`src/rtl/sram_mon_pkg.sv`:
```
package sram_mon_pkg;
  localparam int unsigned NUM_RULES     = 6;
  localparam int unsigned RULE_SETUP    = 0;
  localparam int unsigned RULE_HOLD     = 1;
  localparam int unsigned RULE_ADDR     = 2;
  localparam int unsigned RULE_WPULSE   = 3;
  localparam int unsigned RULE_CWIDTH   = 4;
  localparam int unsigned RULE_CONTEND  = 5;

  function automatic int unsigned ns_to_cyc(input int unsigned ns, input int unsigned per);
    return (ns + per - 1) / per;
  endfunction
endpackage

```
`src/rtl/sram_pin_sampler.sv`:
```
module sram_pin_sampler #(
  parameter int unsigned   W       = 8,
  parameter logic [W-1:0]  RST_VAL = '0
) (
  input  logic         clk_i,
  input  logic         rst_ni,
  input  logic [W-1:0] pins_i,
  output logic [W-1:0] cur_o,
  output logic [W-1:0] prv_o
);
  always_ff @(posedge clk_i or negedge rst_ni) begin
    if (!rst_ni) begin
      cur_o <= RST_VAL;
      prv_o <= RST_VAL;
    end else begin
      cur_o <= pins_i;
      prv_o <= cur_o;
    end
  end
endmodule

```
`src/rtl/sram_run_counter.sv`:
```
module sram_run_counter #(
  parameter int unsigned  W         = 8,
  parameter logic [W-1:0] START_VAL = '0
) (
  input  logic         clk_i,
  input  logic         rst_ni,
  input  logic         restart_i,
  output logic [W-1:0] cnt_o
);
  always_ff @(posedge clk_i or negedge rst_ni) begin
    if (!rst_ni)              cnt_o <= '0;
    else if (restart_i)       cnt_o <= START_VAL;
    else if (cnt_o != '1)     cnt_o <= cnt_o + 1'b1;  // saturate
  end
endmodule

```
`src/rtl/sram_rule_eval.sv`:
```
module sram_rule_eval import sram_mon_pkg::*; #(
  parameter int unsigned AW        = 15,
  parameter int unsigned DW        = 8,
  parameter int unsigned RW        = 8,
  parameter int unsigned SETUP_CYC = 3,
  parameter int unsigned HOLD_CYC  = 0,
  parameter int unsigned WP_CYC    = 5,
  parameter int unsigned CW_CYC    = 7,
  localparam int unsigned PW       = AW + DW + 4
) (
  input  logic                 clk_i,
  input  logic                 rst_ni,
  input  logic [PW-1:0]        cur_i,
  input  logic [PW-1:0]        prv_i,
  input  logic                 data_chg_i,
  input  logic [RW-1:0]        data_run_i,
  input  logic [RW-1:0]        we_run_i,
  input  logic [RW-1:0]        ce_run_i,
  output logic [NUM_RULES-1:0] hit_o,
  output logic                 wr_end_o,
  output logic                 rd_done_o
);
  localparam int unsigned DRV_B = AW + DW;
  localparam int unsigned WE_B  = DRV_B + 1;
  localparam int unsigned OE_B  = DRV_B + 2;
  localparam int unsigned CE_B  = DRV_B + 3;
  localparam int unsigned HLW   = $clog2(HOLD_CYC + 2);

  logic c_ce_n, c_oe_n, c_we_n, c_drv, p_ce_n, p_oe_n, p_we_n;
  logic wr_act_c, wr_act_p, addr_chg, we_rise;
  logic [HLW-1:0] hold_left_q;
  logic unused_prv_drv;

  assign c_ce_n = cur_i[CE_B];
  assign c_oe_n = cur_i[OE_B];
  assign c_we_n = cur_i[WE_B];
  assign c_drv  = cur_i[DRV_B];
  assign p_ce_n = prv_i[CE_B];
  assign p_oe_n = prv_i[OE_B];
  assign p_we_n = prv_i[WE_B];
  assign unused_prv_drv = prv_i[DRV_B];

  assign addr_chg = cur_i[DRV_B-1:DW] != prv_i[DRV_B-1:DW];
  assign wr_act_c = !c_ce_n && !c_we_n;
  assign wr_act_p = !p_ce_n && !p_we_n;
  assign wr_end_o = wr_act_p && !wr_act_c;
  assign we_rise  = wr_act_p && c_we_n;

  // hold window after the terminating edge
  always_ff @(posedge clk_i or negedge rst_ni) begin
    if (!rst_ni)                 hold_left_q <= '0;
    else if (wr_end_o)           hold_left_q <= HLW'(HOLD_CYC);
    else if (hold_left_q != '0)  hold_left_q <= hold_left_q - 1'b1;
  end

  always_comb begin
    hit_o               = '0;
    hit_o[RULE_SETUP]   = wr_end_o && (data_run_i < RW'(SETUP_CYC));
    hit_o[RULE_HOLD]    = data_chg_i && (wr_end_o || hold_left_q != '0);
    hit_o[RULE_ADDR]    = !c_we_n && !p_we_n && addr_chg;
    hit_o[RULE_WPULSE]  = we_rise && (we_run_i < RW'(WP_CYC));
    hit_o[RULE_CWIDTH]  = wr_end_o && (ce_run_i < RW'(CW_CYC));
    hit_o[RULE_CONTEND] = !c_ce_n && c_we_n && !c_oe_n && c_drv;
  end

  assign rd_done_o = !p_ce_n && p_we_n && !p_oe_n && (c_ce_n || addr_chg);
endmodule

```
`src/rtl/sram_err_bank.sv`:
```
module sram_err_bank #(
  parameter int unsigned NR = 6
) (
  input  logic          clk_i,
  input  logic          rst_ni,
  input  logic          clear_i,
  input  logic [NR-1:0] hit_i,
  output logic [NR-1:0] sticky_o,
  output logic [NR-1:0] pulse_o
);
  for (genvar g = 0; g < NR; g++) begin : g_rule
    always_ff @(posedge clk_i or negedge rst_ni) begin
      if (!rst_ni) begin
        sticky_o[g] <= 1'b0;
        pulse_o[g]  <= 1'b0;
      end else begin
        pulse_o[g]  <= hit_i[g];
        sticky_o[g] <= (sticky_o[g] && !clear_i) || hit_i[g];  // set wins
      end
    end
  end
endmodule

```
`src/rtl/sram_timing_mon.sv`:
```
module sram_timing_mon import sram_mon_pkg::*; #(
  parameter int unsigned ADDR_W    = 15,
  parameter int unsigned DATA_W    = 8,
  parameter int unsigned CNT_W     = 16,
  parameter int unsigned RUN_W     = 8,
  parameter int unsigned SAMPLE_NS = 10,
  parameter int unsigned DW_NS     = 30,
  parameter int unsigned DH_NS     = 0,
  parameter int unsigned WP_NS     = 50,
  parameter int unsigned CW_NS     = 70
) (
  input  logic                 clk_i,
  input  logic                 rst_ni,
  input  logic                 clear_i,
  input  logic                 ce_ni,
  input  logic                 oe_ni,
  input  logic                 we_ni,
  input  logic [ADDR_W-1:0]    addr_i,
  input  logic [DATA_W-1:0]    data_i,
  input  logic                 host_drive_i,
  output logic [NUM_RULES-1:0] err_o,
  output logic [NUM_RULES-1:0] err_pulse_o,
  output logic [CNT_W-1:0]     wr_count_o,
  output logic [CNT_W-1:0]     rd_count_o
);
  localparam int unsigned SETUP_CYC = ns_to_cyc(DW_NS, SAMPLE_NS);
  localparam int unsigned HOLD_CYC  = ns_to_cyc(DH_NS, SAMPLE_NS);
  localparam int unsigned WP_CYC    = ns_to_cyc(WP_NS, SAMPLE_NS);
  localparam int unsigned CW_CYC    = ns_to_cyc(CW_NS, SAMPLE_NS);
  localparam int unsigned PW        = ADDR_W + DATA_W + 4;
  localparam int unsigned WE_B      = ADDR_W + DATA_W + 1;
  localparam int unsigned CE_B      = ADDR_W + DATA_W + 3;
  localparam logic [PW-1:0] PIN_IDLE = {3'b111, {(PW-3){1'b0}}};

  logic [PW-1:0]        pins, cur, prv;
  logic [RUN_W-1:0]     data_run, we_run, ce_run;
  logic [NUM_RULES-1:0] hit;
  logic                 data_chg, wr_end, rd_done;

  assign pins     = {ce_ni, oe_ni, we_ni, host_drive_i, addr_i, data_i};
  assign data_chg = cur[DATA_W-1:0] != prv[DATA_W-1:0];

  sram_pin_sampler #(.W(PW), .RST_VAL(PIN_IDLE)) u_sampler (
    .clk_i, .rst_ni, .pins_i(pins), .cur_o(cur), .prv_o(prv)
  );

  sram_run_counter #(.W(RUN_W), .START_VAL(RUN_W'(1))) u_data_run (
    .clk_i, .rst_ni, .restart_i(data_chg), .cnt_o(data_run)
  );
  sram_run_counter #(.W(RUN_W), .START_VAL('0)) u_we_run (
    .clk_i, .rst_ni, .restart_i(cur[WE_B]), .cnt_o(we_run)
  );
  sram_run_counter #(.W(RUN_W), .START_VAL('0)) u_ce_run (
    .clk_i, .rst_ni, .restart_i(cur[CE_B]), .cnt_o(ce_run)
  );

  sram_rule_eval #(
    .AW(ADDR_W), .DW(DATA_W), .RW(RUN_W), .SETUP_CYC(SETUP_CYC),
    .HOLD_CYC(HOLD_CYC), .WP_CYC(WP_CYC), .CW_CYC(CW_CYC)
  ) u_rules (
    .clk_i, .rst_ni, .cur_i(cur), .prv_i(prv), .data_chg_i(data_chg),
    .data_run_i(data_run), .we_run_i(we_run), .ce_run_i(ce_run),
    .hit_o(hit), .wr_end_o(wr_end), .rd_done_o(rd_done)
  );

  sram_err_bank #(.NR(NUM_RULES)) u_errs (
    .clk_i, .rst_ni, .clear_i, .hit_i(hit), .sticky_o(err_o), .pulse_o(err_pulse_o)
  );

  always_ff @(posedge clk_i or negedge rst_ni) begin
    if (!rst_ni) begin
      wr_count_o <= '0;
      rd_count_o <= '0;
    end else begin
      if (wr_end)  wr_count_o <= wr_count_o + 1'b1;
      if (rd_done) rd_count_o <= rd_count_o + 1'b1;
    end
  end
endmodule

```
`config.mk`:
```
export PLATFORM = sky130hd
export DESIGN_NAME = sram_timing_mon
export DESIGN_NICKNAME = d
export VERILOG_FILES = /design/src/rtl/sram_mon_pkg.sv /design/src/rtl/sram_pin_sampler.sv /design/src/rtl/sram_run_counter.sv /design/src/rtl/sram_rule_eval.sv /design/src/rtl/sram_err_bank.sv /design/src/rtl/sram_timing_mon.sv
export SDC_FILE = /design/constraint.sdc
export NUM_CORES = 1
export LEC_CHECK = 0
export BUFFER_PORTS_ARGS = -buffer_cell sky130_fd_sc_hd__buf_4
export CORE_MARGIN = 2
export CORE_UTILIZATION = 50
export CTS_BUF_LIST = sky130_fd_sc_hd__clkbuf_16
export DETAILED_ROUTE_END_ITERATION = 7
export MAX_ROUTING_LAYER = met4
export PLACE_DENSITY_LB_ADDON = 0.2
export SYNTH_ARGS = -nofsm -noshare
export SYNTH_HDL_FRONTEND = slang
export SYNTH_SLANG_ARGS = --single-unit
export TNS_END_PERCENT = 50
```
`constraint.sdc`:
```
create_clock -name clk_i -period 1.8 [get_ports clk_i]
set_clock_uncertainty 0.1 [all_clocks]
set_input_delay 0.09 -clock clk_i [delete_from_list [all_inputs] [get_ports clk_i]]
set_output_delay 0.09 -clock clk_i [all_outputs]
set_load 0.01 [all_outputs]
```
==> impl_metrics.yaml <==
synthesis:
  synth_edf_count: 0
  ys_top_cells_by_area: "dfrtp_1, xnor2_1, xor2_1"
  yosys.area.top_type: "dfrtp_1"
  syn_area_per_cell_um2: 12.9
  async_reset_ff_share_pct: 100
  synthMuxAreaShare_pct: 1.10
  yosys_warnings: 0
  synth_top_family_by_area: "simple AND/OR/NAND/NOR gates"
  ys_seq_area_share_pct: 65.0
  synth-adder-area-share_pct: 1.61
  syn_nets: 399
  synth.most_common_cell: "dfrtp_1"
  synth_common_cells: "dfrtp_1, xnor2_1, nor2_1"
  synth_compound_area_share_pct: 3.08
  synth_top_area_share_pct: 61.6
  synth-simple-area-share_pct: 16.4
  synth-xor-area-share_pct: 11.8
  syn_inst: 363
  synthFlopType: "dfrtp_1"
  ys_ff_latch: 121
  netlist_area_um2: 4670
  yosys.cell_types.count: 41
setup_path:
  cp-start-kind: "flop"
  worstPathRequired_ns: 1.98
  r2r_slack_ns: -0.21
  cp-end-kind: "flop"
  cp_max_fo: 5
  path_class: "flop to flop"
  crit_arrival_ns: 2.19
timing:
  layout_min_cycle_time_ns: 2.01
  drv_slew: 0
  fin_crit_sh_pct: 112
  worst_pin_slew_ns: 0.496
  setup_violations: 17
  hold_viol: 0
  tns_ns: -2.09
  maxSlewHeadroom_pct: 66.5
  setup_ws_ns: -0.210
  fmax_ghz: 0.498
  rsz0062_at_grt: "yes"
global_routing:
  antenna_found_initial: 0
  grt_pass1_vias: 3205
  gr-total-overflow: 0
  grt_pass1_wl_um: 14900
  grt_max_degree: 83
  gr-usage-all-layers_pct: 19.5
floorplan:
  fp.dieArea_um2: 10100
  start_util_pct: 51.0
  chipHeight_um: 101
  core_um2: 9150
  die_w_um: 101
  pin_count: 74
  rows: 35
cells_and_area:
  area_delta_synth_final_pct: 43.8
  antenna_cells: 0
  layout-drive-gt1-share_pct: 33.5
  nNetsFinal: 546
  fin_util_pct: 73.3
route:
  drt.antenna.violating_nets: 0
  vias_per_cell: 5.19
  initialDrtViolationCount: 135
  drc: 0
  via_count: 3289
  drt-total-wl_um: 9460
  drt_first_pass_iters: 6
  routedWlPerCell_um: 14.9
power:
  design_power_total_mw: 7.47
  leakage_nw: 3.19
  peakVddDrop_v: 0.000863
  powerDensity_nw_per_um2: 1110
placed_design:
  io_buffer_count: 73
  gp_congestion: 0.817
  dpl.hpwl_um: 5710
clock_network:
  clockBufferDepth: 2
  root_buffer: "clkbuf_16"
  cts_buffers: 17
  cts_sinks: 121
  clk_latency_ns: 0.41
  cts_max_level: 4
  clk_pin_slew_ns: 0.06
  cts_tree: "yes"
min_path:
  hold_class: "input port to flop"
flow_run:
  drv_cap: 0
run_status:
  status: "complete, but fails checks"
  violations: "negative setup slack"
==> cells in the final DEF (no fill, tap or decap), types with 14 or more instances in the layout <==
| cell | instances |
|---|---|
| nand2_1 | 19 |
| clkbuf_16 | 17 |
| dlygate4sd3_1 | 28 |
| xor2_1 | 22 |
| dfrtp_1 | 115 |
| nand3_1 | 14 |
| nor2_1 | 24 |
| buf_4 | 97 |
| nand4_1 | 17 |
| xnor2_1 | 31 |
==> worst paths after layout <==
check	endpoint	cells after the start	from
max	rd_count_o[1]	6	u_sampler.cur_o[14]
min	u_errs.sticky_o[4]	3	clear_i
max reg2reg	rd_count_o[1]	6	u_sampler.cur_o[14]
min reg2reg	u_sampler.prv_o[25]	0	u_sampler.cur_o[25]
max in group asynchronous	u_sampler.cur_o[26]	3	rst_ni
min in group asynchronous	rd_count_o[12]	3	rst_ni
==> stage by stage <==
step	hold WS (ns)	std cells	instance area [um2]	setup slack (ns)
5_1_grt	0.0318	634	6710	-0.270
4_1_cts	0.0234	632	6540	-0.183
3_5_place_dp	-0.0156	569	5560	-0.182
2_1_floorplan	-0.306	363	4690	-0.0774
3_3_place_gp	-0.0151	569	5560	-0.136
6_report	0.0389	634	6710	-0.210
==> metal layers <==
layer  global-route usage, %  part of all wire (%)  up-vias
li1                        -                     -     1561
met1                    25.3                    45     1627
met2                    29.4                    49       86
met3                    4.44                   3.8       15
met4                    9.06                   2.2        0
met5                       -                     0        -
==> cell type report <==
cell class,count,area (um2)
Clock buffer,17,425
Clock inverter,15,200
Fill cell,574,2440
Inverter,6,22.5
Multi-Input combinational cell,232,1790
Sequential cell,121,3040
Tap cell,111,139
Timing Repair Buffer,132,1100
==> registers in the layout (all words and copies together), names as in the netlist, 8 cells and up <==
name / cells
u_sampler.cur_o: 27
u_sampler.prv_o: 26
rd_count_o: 16
wr_count_o: 16
u_ce_run.cnt_o: 8
u_data_run.cnt_o: 8
u_we_run.cnt_o: 8
==> timing repair <==
| action | CTS | global route |
|---|---|---|
| hold buffers | 28 | 0 |
| resized for setup | 12 | 28 |
| gates cloned | 1 | 0 |
| pin swaps | 8 | 16 |
| setup endpoints to repair | 17 | 34 |
| setup buffers | 2 | 3 |
| hold endpoints to repair | 148 | 0 |
==> kinds of logic (layout without fill, tap and decap cells) <==
family	Yosys count	in the layout
adder cells (fa/ha/maj)	6	6
buffers and inverters	10	170
multiplexers	5	5
AND/OR/NAND/NOR	136	136
AO/OA/AOI/OAI	22	22
flip-flops	121	121
XOR/XNOR	63	63
==> where the power goes <==
group	switching [mW]	internal, mW	total [mW]
logic	0.345	0.459	0.804
clock network	1.23	2.32	3.55
registers	0.194	2.92	3.11
==> worst max-delay path: stages (launching register included) <==
cell,delay (ns)
dfrtp_1,0.39
xnor2_1,0.15
nand4_1,0.16
or4_4,0.57
buf_6,0.15
nand2_4,0.06
mux2_4,0.29
No activity file was read; power rests on OpenSTA's default activity.
